## config.mk

```make
export PLATFORM = sky130hd
export DESIGN_NAME = mdio_cmd_ctrl
export DESIGN_NICKNAME = d
export VERILOG_FILES = /design/src/rtl/mdio_pkg.sv /design/src/rtl/mdio_clk_div.sv /design/src/rtl/mdio_frame_seq.sv /design/src/rtl/mdio_cmd_ctrl.sv
export SDC_FILE = /design/constraint.sdc
export NUM_CORES = 1
export LEC_CHECK = 0
export BUFFER_PORTS_ARGS = -buffer_cell sky130_fd_sc_hd__buf_2
export CELL_PAD_IN_SITES_DETAIL_PLACEMENT = 1
export CELL_PAD_IN_SITES_GLOBAL_PLACEMENT = 1
export CORE_MARGIN = 2
export CORE_UTILIZATION = 47
export CTS_BUF_LIST = sky130_fd_sc_hd__clkbuf_4 sky130_fd_sc_hd__clkbuf_8
export DETAILED_ROUTE_END_ITERATION = 6
export GPL_ROUTABILITY_DRIVEN = 1
export PLACE_DENSITY_LB_ADDON = 0.1
export SLEW_MARGIN = 0
export SYNTH_ARGS = -nofsm -noshare
export SYNTH_HDL_FRONTEND = slang
export SYNTH_HIERARCHICAL = 1
export SYNTH_SLANG_ARGS = --single-unit
```

## constraint.sdc

```tcl
create_clock -name clk -period 2.6 [get_ports clk]
set_input_delay 0.52 -clock clk [delete_from_list [all_inputs] [get_ports clk]]
set_output_delay 0.52 -clock clk [all_outputs]
set_load 0.05 [all_outputs]
```

## src/rtl/mdio_pkg.sv

```systemverilog
package mdio_pkg;
  localparam int FRAME_LEN = 64;
  localparam int TA_IDX    = 46;
  localparam int DATA_IDX  = 48;
  localparam int FLD_W     = 5;
  localparam int DATA_W    = 16;
  localparam int CMD_WR_B  = 27;
  localparam int CMD_RD_B  = 26;
  localparam int REG_LSB   = 21;
  localparam int ADDR_LSB  = 16;

  function automatic logic [FRAME_LEN-1:0] build_frame(
    input logic rd, input logic [FLD_W-1:0] pa,
    input logic [FLD_W-1:0] rn, input logic [DATA_W-1:0] d);
    return {32'hFFFF_FFFF, 2'b01, (rd ? 2'b10 : 2'b01), pa, rn,
            (rd ? 2'b11 : 2'b10), (rd ? 16'hFFFF : d)};
  endfunction
endpackage

```

## src/rtl/mdio_clk_div.sv

```systemverilog
module mdio_clk_div #(
  parameter int CLK_DIV = 40
) (
  input  logic clk,
  input  logic rst,
  input  logic en,
  output logic mdc,
  output logic rise_tick,
  output logic fall_tick
);
  localparam int HALF = CLK_DIV / 2;
  localparam int CW   = (HALF > 1) ? $clog2(HALF) : 1;
  localparam logic [CW-1:0] LAST = CW'(HALF - 1);

  logic [CW-1:0] cnt;

  always_ff @(posedge clk) begin
    if (rst || !en) begin
      cnt       <= '0;
      mdc       <= 1'b0;
      rise_tick <= 1'b0;
      fall_tick <= 1'b0;
    end else begin
      rise_tick <= 1'b0;
      fall_tick <= 1'b0;
      if (cnt == LAST) begin
        cnt       <= '0;
        mdc       <= ~mdc;
        rise_tick <= ~mdc;
        fall_tick <= mdc;
      end else begin
        cnt <= cnt + 1'b1;
      end
    end
  end

  AST_MDC_IDLE_LOW: assert property (@(posedge clk) disable iff (rst)
    !en |=> !mdc);
  AST_TICK_EXCL: assert property (@(posedge clk) disable iff (rst)
    $onehot0({rise_tick, fall_tick}));
endmodule

```

## src/rtl/mdio_frame_seq.sv

```systemverilog
module mdio_frame_seq
  import mdio_pkg::*;
(
  input  logic              clk,
  input  logic              rst,
  input  logic              start,
  input  logic              start_rd,
  input  logic [FLD_W-1:0]  phy_addr,
  input  logic [FLD_W-1:0]  reg_num,
  input  logic [DATA_W-1:0] wr_data,
  input  logic              rise_tick,
  input  logic              fall_tick,
  input  logic              mdio_i,
  output logic              run,
  output logic              mdio_o,
  output logic              mdio_oe,
  output logic              done,
  output logic              done_rd,
  output logic [DATA_W-1:0] rd_data
);
  localparam int BW = $clog2(FRAME_LEN) + 1;
  localparam logic [BW-1:0] END_CNT  = BW'(FRAME_LEN);
  localparam logic [BW-1:0] TA_CNT   = BW'(TA_IDX);
  localparam logic [BW-1:0] SAMP_CNT = BW'(DATA_IDX + 1);

  logic [FRAME_LEN-1:0] shreg;
  logic [BW-1:0]        bit_cnt;  // bits driven so far
  logic                 is_rd;
  logic [FRAME_LEN-1:0] frame;

  always_comb frame = build_frame(start_rd, phy_addr, reg_num, wr_data);

  always_ff @(posedge clk) begin
    if (rst) begin
      shreg   <= '1;
      bit_cnt <= '0;
      is_rd   <= 1'b0;
      run     <= 1'b0;
      mdio_o  <= 1'b1;
      mdio_oe <= 1'b0;
      done    <= 1'b0;
      done_rd <= 1'b0;
      rd_data <= '0;
    end else begin
      done <= 1'b0;
      if (start && !run) begin
        mdio_o  <= frame[FRAME_LEN-1];
        shreg   <= {frame[FRAME_LEN-2:0], 1'b1};
        mdio_oe <= 1'b1;
        bit_cnt <= BW'(1);
        run     <= 1'b1;
        is_rd   <= start_rd;
      end else if (run && rise_tick) begin
        if (is_rd && bit_cnt >= SAMP_CNT)
          rd_data <= {rd_data[DATA_W-2:0], mdio_i};
      end else if (run && fall_tick) begin
        if (bit_cnt == END_CNT) begin
          run     <= 1'b0;
          mdio_oe <= 1'b0;
          mdio_o  <= 1'b1;
          done    <= 1'b1;
          done_rd <= is_rd;
        end else begin
          mdio_o  <= shreg[FRAME_LEN-1];
          shreg   <= {shreg[FRAME_LEN-2:0], 1'b1};
          mdio_oe <= !(is_rd && bit_cnt >= TA_CNT);
          bit_cnt <= bit_cnt + 1'b1;
        end
      end
    end
  end

  AST_TA_RELEASE: assert property (@(posedge clk) disable iff (rst)
    (run && is_rd && bit_cnt > TA_CNT) |-> !mdio_oe);
  AST_IDLE_QUIET: assert property (@(posedge clk) disable iff (rst)
    !run |-> !mdio_oe);
  AST_DONE_ENDS_RUN: assert property (@(posedge clk) disable iff (rst)
    done |-> !run);
endmodule

```

## src/rtl/mdio_cmd_ctrl.sv

```systemverilog
module mdio_cmd_ctrl
  import mdio_pkg::*;
#(
  parameter int CLK_DIV = 40
) (
  input  logic        clk,
  input  logic        rst,
  input  logic        csr_we,
  input  logic        csr_sel,
  input  logic [31:0] csr_wdata,
  output logic [31:0] cmd_q,
  output logic [15:0] wdata_q,
  output logic        mdc,
  output logic        mdio_o,
  output logic        mdio_oe,
  input  logic        mdio_i
);
  logic              rd_bit, wr_bit;
  logic [FLD_W-1:0]  addr_f, reg_f;
  logic [DATA_W-1:0] rdat_f;
  logic              busy, cmd_wr, start, start_rd;
  logic              run, rise_tick, fall_tick, done, done_rd;
  logic [DATA_W-1:0] seq_rdata;
  logic              unused_bits;

  assign unused_bits = ^{csr_wdata[31:28]};
  assign busy     = rd_bit | wr_bit;
  assign cmd_wr   = csr_we && !csr_sel;
  assign start_rd = csr_wdata[CMD_RD_B];
  assign start    = cmd_wr && !busy && (csr_wdata[CMD_RD_B] || csr_wdata[CMD_WR_B]);

  always_ff @(posedge clk) begin
    if (rst) begin
      rd_bit  <= 1'b0;
      wr_bit  <= 1'b0;
      addr_f  <= '0;
      reg_f   <= '0;
      rdat_f  <= '0;
      wdata_q <= '0;
    end else begin
      if (csr_we && csr_sel)
        wdata_q <= csr_wdata[DATA_W-1:0];
      if (done) begin
        rd_bit <= 1'b0;
        wr_bit <= 1'b0;
        if (done_rd) rdat_f <= seq_rdata;
      end else if (cmd_wr && !busy) begin
        rd_bit <= csr_wdata[CMD_RD_B];
        wr_bit <= csr_wdata[CMD_WR_B] & ~csr_wdata[CMD_RD_B];
        addr_f <= csr_wdata[ADDR_LSB +: FLD_W];
        reg_f  <= csr_wdata[REG_LSB +: FLD_W];
      end
    end
  end

  assign cmd_q = {4'b0000, wr_bit, rd_bit, reg_f, addr_f, rdat_f};

  mdio_clk_div #(.CLK_DIV(CLK_DIV)) clk_div_i (
    .clk(clk), .rst(rst), .en(run),
    .mdc(mdc), .rise_tick(rise_tick), .fall_tick(fall_tick)
  );

  mdio_frame_seq seq_i (
    .clk(clk), .rst(rst), .start(start), .start_rd(start_rd),
    .phy_addr(csr_wdata[ADDR_LSB +: FLD_W]), .reg_num(csr_wdata[REG_LSB +: FLD_W]),
    .wr_data(wdata_q), .rise_tick(rise_tick), .fall_tick(fall_tick),
    .mdio_i(mdio_i), .run(run), .mdio_o(mdio_o), .mdio_oe(mdio_oe),
    .done(done), .done_rd(done_rd), .rd_data(seq_rdata)
  );

  AST_BUSY_IGNORE: assert property (@(posedge clk) disable iff (rst)
    (busy && cmd_wr) |=> ($stable(addr_f) && $stable(reg_f)));
  AST_DONE_CLEARS: assert property (@(posedge clk) disable iff (rst)
    done |=> !busy);
  AST_BUSY_WHILE_RUN: assert property (@(posedge clk) disable iff (rst)
    run |-> busy);
  AST_ONE_CMD_BIT: assert property (@(posedge clk) disable iff (rst)
    $onehot0({rd_bit, wr_bit}));
  AST_WRITE_KEEPS_DATA: assert property (@(posedge clk) disable iff (rst)
    (done && !done_rd) |=> $stable(rdat_f));
endmodule

```

==> metrics.csv <==
stage,metric,value,unit
critical_path,Critical Path Source Type,flop,
cells_and_area,Fillers,1519,
cells_and_area,sequential cell area,2883,um^2
yosys,Syn Std Cell Area,5822,um^2
global_routing,vias in the first global route,4943,
sta,worst rel slew slack,0.4011,
floorplanning,die footprint,13290,um^2
cells_and_area,area grow syn2layout,12.98,%
clock_tree,Clock transition at path regs,0.07,ns
hold_path,hold crit path type,in -> reg,
place,GPL Wtd Cong,0.8567,
yosys,Post-synth ARST share,0,
floorplanning,die extent in x,115.3,um
clock_tree,CTS Buffer Depth,2,
sta,Slew Limit Fails,0,
clock_tree,latest clock arrival within the worst-skew pair,0.43,ns
yosys,Mean Syn Cell Area,8.341,um^2
global_routing,pin count of the biggest net entering global routing,66,
routing,Avg WL per Cell,14.46,um
sta,RSZ-0062 raised after global routing,false,
pwr,Power per Cell Area,649.4,nW/um^2
pwr,leakage power,2.815,nW
floorplanning,height of the chip,115.3,um
routing,TritonRoute pass-1 iters,4,
sta,Max Clock Skew,0.008320,ns
place,I/O Buffers,79,
critical_path,crit path DAT,2.52,ns
clock_tree,post-CTS sizing,0,
floorplanning,FP Rows,40,
floorplanning,I/O pin count,88,
clock_tree,total setup buffers inserted after CTS,0,
sta,Period minus WS final,2.150,ns
sta,Post-Route Setup TNS,0,ns
cells_and_area,"most common cell after layout, fill and taps aside",nand2_1,
critical_path,Setup crit end,seq_i/shreg[46],
critical_path,Crit. End Element,flop,
clock_tree,clock buffer count from CTS,17,
critical_path,FF-to-FF Start,seq_i/bit_cnt[0],
yosys,yosys warns,6,
cells_and_area,# diodes,0,
global_routing,GRT Total Usage,0.2218,
cells_and_area,share of layout cells above drive strength 1,0.1747,
yosys,post-synthesis register bit count,144,
routing,Routed WL,13520,um
critical_path,Worst EP required,2.97,ns
yosys,Post-synth EDFFs,0,
sta,Setup-failing EPs final,0,
clock_tree,clock sinks,144,
critical_path,Crit Path Category,reg -> reg,
cells_and_area,nets,798,
sta,Final Hold Viols,0,
status,status,"complete, no violations",
cells_and_area,most frequent cells in the layout,"nand2_1, dfxtp_1, nand3_1, buf_2, nor2_1",
job,max_cap viols,0,
pwr,total power,0.004272,W
routing,residual DRC count,0,
clock_tree,CTS Hold Bufs,0,
clock_tree,Max H-tree Level,4,
yosys,"Distinct cells, synth",49,
routing,DR iter-0 viols,253,
routing,Via-to-Cell Ratio,5.137,
sta,achievable frequency,0.4651,GHz
global_routing,first-pass GRT wire length,23430,um
clock_tree,clock root buffer,clkbuf_8,
sta,Worst Tran Pin Value,0.8954,ns
floorplanning,core box area,12060,um^2
critical_path,Crit Path Max Fanout,31,
critical_path,worst flop-to-flop path endpoint,seq_i/shreg[46],
routing,Final ANT Viol Nets,0,
global_routing,initial antenna violation count,0,
yosys,post-synthesis sequential area ratio,0.4952,
place,DP HPWL,9284,um
routing,routed via count,4803,
sta,period utilisation layout,0.8270,
global_routing,gr ovfl total,0,
critical_path,Reg2Reg Depth,7,
floorplanning,initial cell density of the core,0.4827,
cells_and_area,area of the multi-input gates,2624,um^2
critical_path,"setup slack, reg-to-reg",0.45,ns
pwr,"IR drop worst, VDD",0.4423,mV
critical_path,worst setup path startpoint,seq_i/bit_cnt[0],
clock_tree,CTS tree,built,
yosys,Synth Flop Type,dfxtp_1,
yosys,cells after synthesis,698,
cell families (layout without fill, tap and decap cells):
kind of cell / Yosys count / count (layout) / share of synthesized area
and+or+nand+nor: 391 / 391 / 0.3146
DFF: 144 / 144 / 0.4952
AOI/OAI and AO/OA: 66 / 66 / 0.06447
buffers and inverters: 57 / 123 / 0.05738
muxes: 27 / 27 / 0.04642
xor gates and xnor gates: 7 / 7 / 0.01053
adders and majority gates: 5 / 5 / 0.01075
other: 1 / 4 / 0.0006441
power by group:
part	internal, W	switching [W]
Combinational	0.000114	0.000245
Clock	0.000830	0.000781
Sequential	0.00226	0.0000386
critical path: stages, from the launching register on:
cell,delay [ns]
dfxtp_1,0.50
inv_1,0.14
ha_1,0.22
and4bb_4,0.23
a21oi_4,0.39
buf_4,0.38
nand2_1,0.12
nand3_1,0.10
registers in the layout, indices dropped and copies added (netlist names):
signal	cells
seq_i/shreg	63
rdat_f	16
seq_i/rd_data	16
wdata_q	16
seq_i/bit_cnt	7
addr_f	5
clk_div_i/cnt	5
reg_f	5
clk_div_i/fall_tick	1
clk_div_i/mdc	1
clk_div_i/rise_tick	1
rd_bit	1
seq_i/done	1
seq_i/done_rd	1
seq_i/is_rd	1
seq_i/mdio_o	1
seq_i/mdio_oe	1
seq_i/run	1
wr_bit	1
metal layers:
| layer | routed length [um] | part of all wire | up-vias | global-route usage |
|---|---|---|---|---|
| met5 | 0 | 0 | - | 0 |
| met4 | 129 | 0.0095 | 0 | 0.06747 |
| met3 | 348 | 0.026 | 13 | 0.05799 |
| met2 | 6880 | 0.51 | 69 | 0.3820 |
| met1 | 6165 | 0.46 | 2311 | 0.2729 |
| li1 | - | - | 2410 | - |
area by class of cell:
type,instances,area share
clock buffer,23,0.04432
clock inverter,7,0.009511
inverter,5,0.002853
multi-input combinational,500,0.3989
sequential,144,0.4383
tap,168,0.03196
timing repair buffer,88,0.07419
worst min path at each step:
stage	startpoint	endpoint	depth (start not counted)
5_1_grt	csr_wdata[14]	wdata_q[14]	3
6_report	csr_wdata[23]	seq_i/shreg[21]	3
3_5_place_dp	rdat_f[8]	rdat_f[8]	2
2_1_floorplan	seq_i/rd_data[0]	rdat_f[0]	2
3_3_place_gp	seq_i/rd_data[0]	rdat_f[0]	2
4_1_cts	csr_wdata[23]	seq_i/shreg[21]	3
synthesized netlist by cell type, types with 3 or more instances:
cell,n,area (um^2)
inv_1,5,18.77
or2b_2,5,43.79
nor2_1,61,229.0
nand2_1,165,619.3
mux2i_1,27,270.3
nand2b_1,35,219.0
ha_1,5,62.56
nand4_1,3,18.77
nor3_1,11,55.05
buf_1,5,18.77
buf_2,14,70.07
a21oi_1,52,260.3
xnor2_1,4,35.03
xor2_1,3,26.28
dfxtp_1,144,2883
clkbuf_1,13,48.80
nand3_1,91,455.4
buf_4,13,97.59
through the flow:
| stage | std cells | hold WS [ns] | utilization | cell area [um^2] | setup slack (ns) |
|---|---|---|---|---|---|
| floorplan | 701 | 0.4270 | - | 5833 | 0.7082 |
| global placement | 905 | 0.4334 | 0.5160 | 6223 | 0.5463 |
| detailed placement | 905 | 0.4492 | 0.5160 | 6223 | 0.4800 |
| CTS | 935 | 0.2771 | 0.5453 | 6578 | 0.4326 |
| global route | 935 | 0.2994 | 0.5453 | 6578 | 0.2826 |
| finish | 935 | 0.3182 | 0.5453 | 6578 | 0.4498 |
Power figures use the tool's default switching activity.
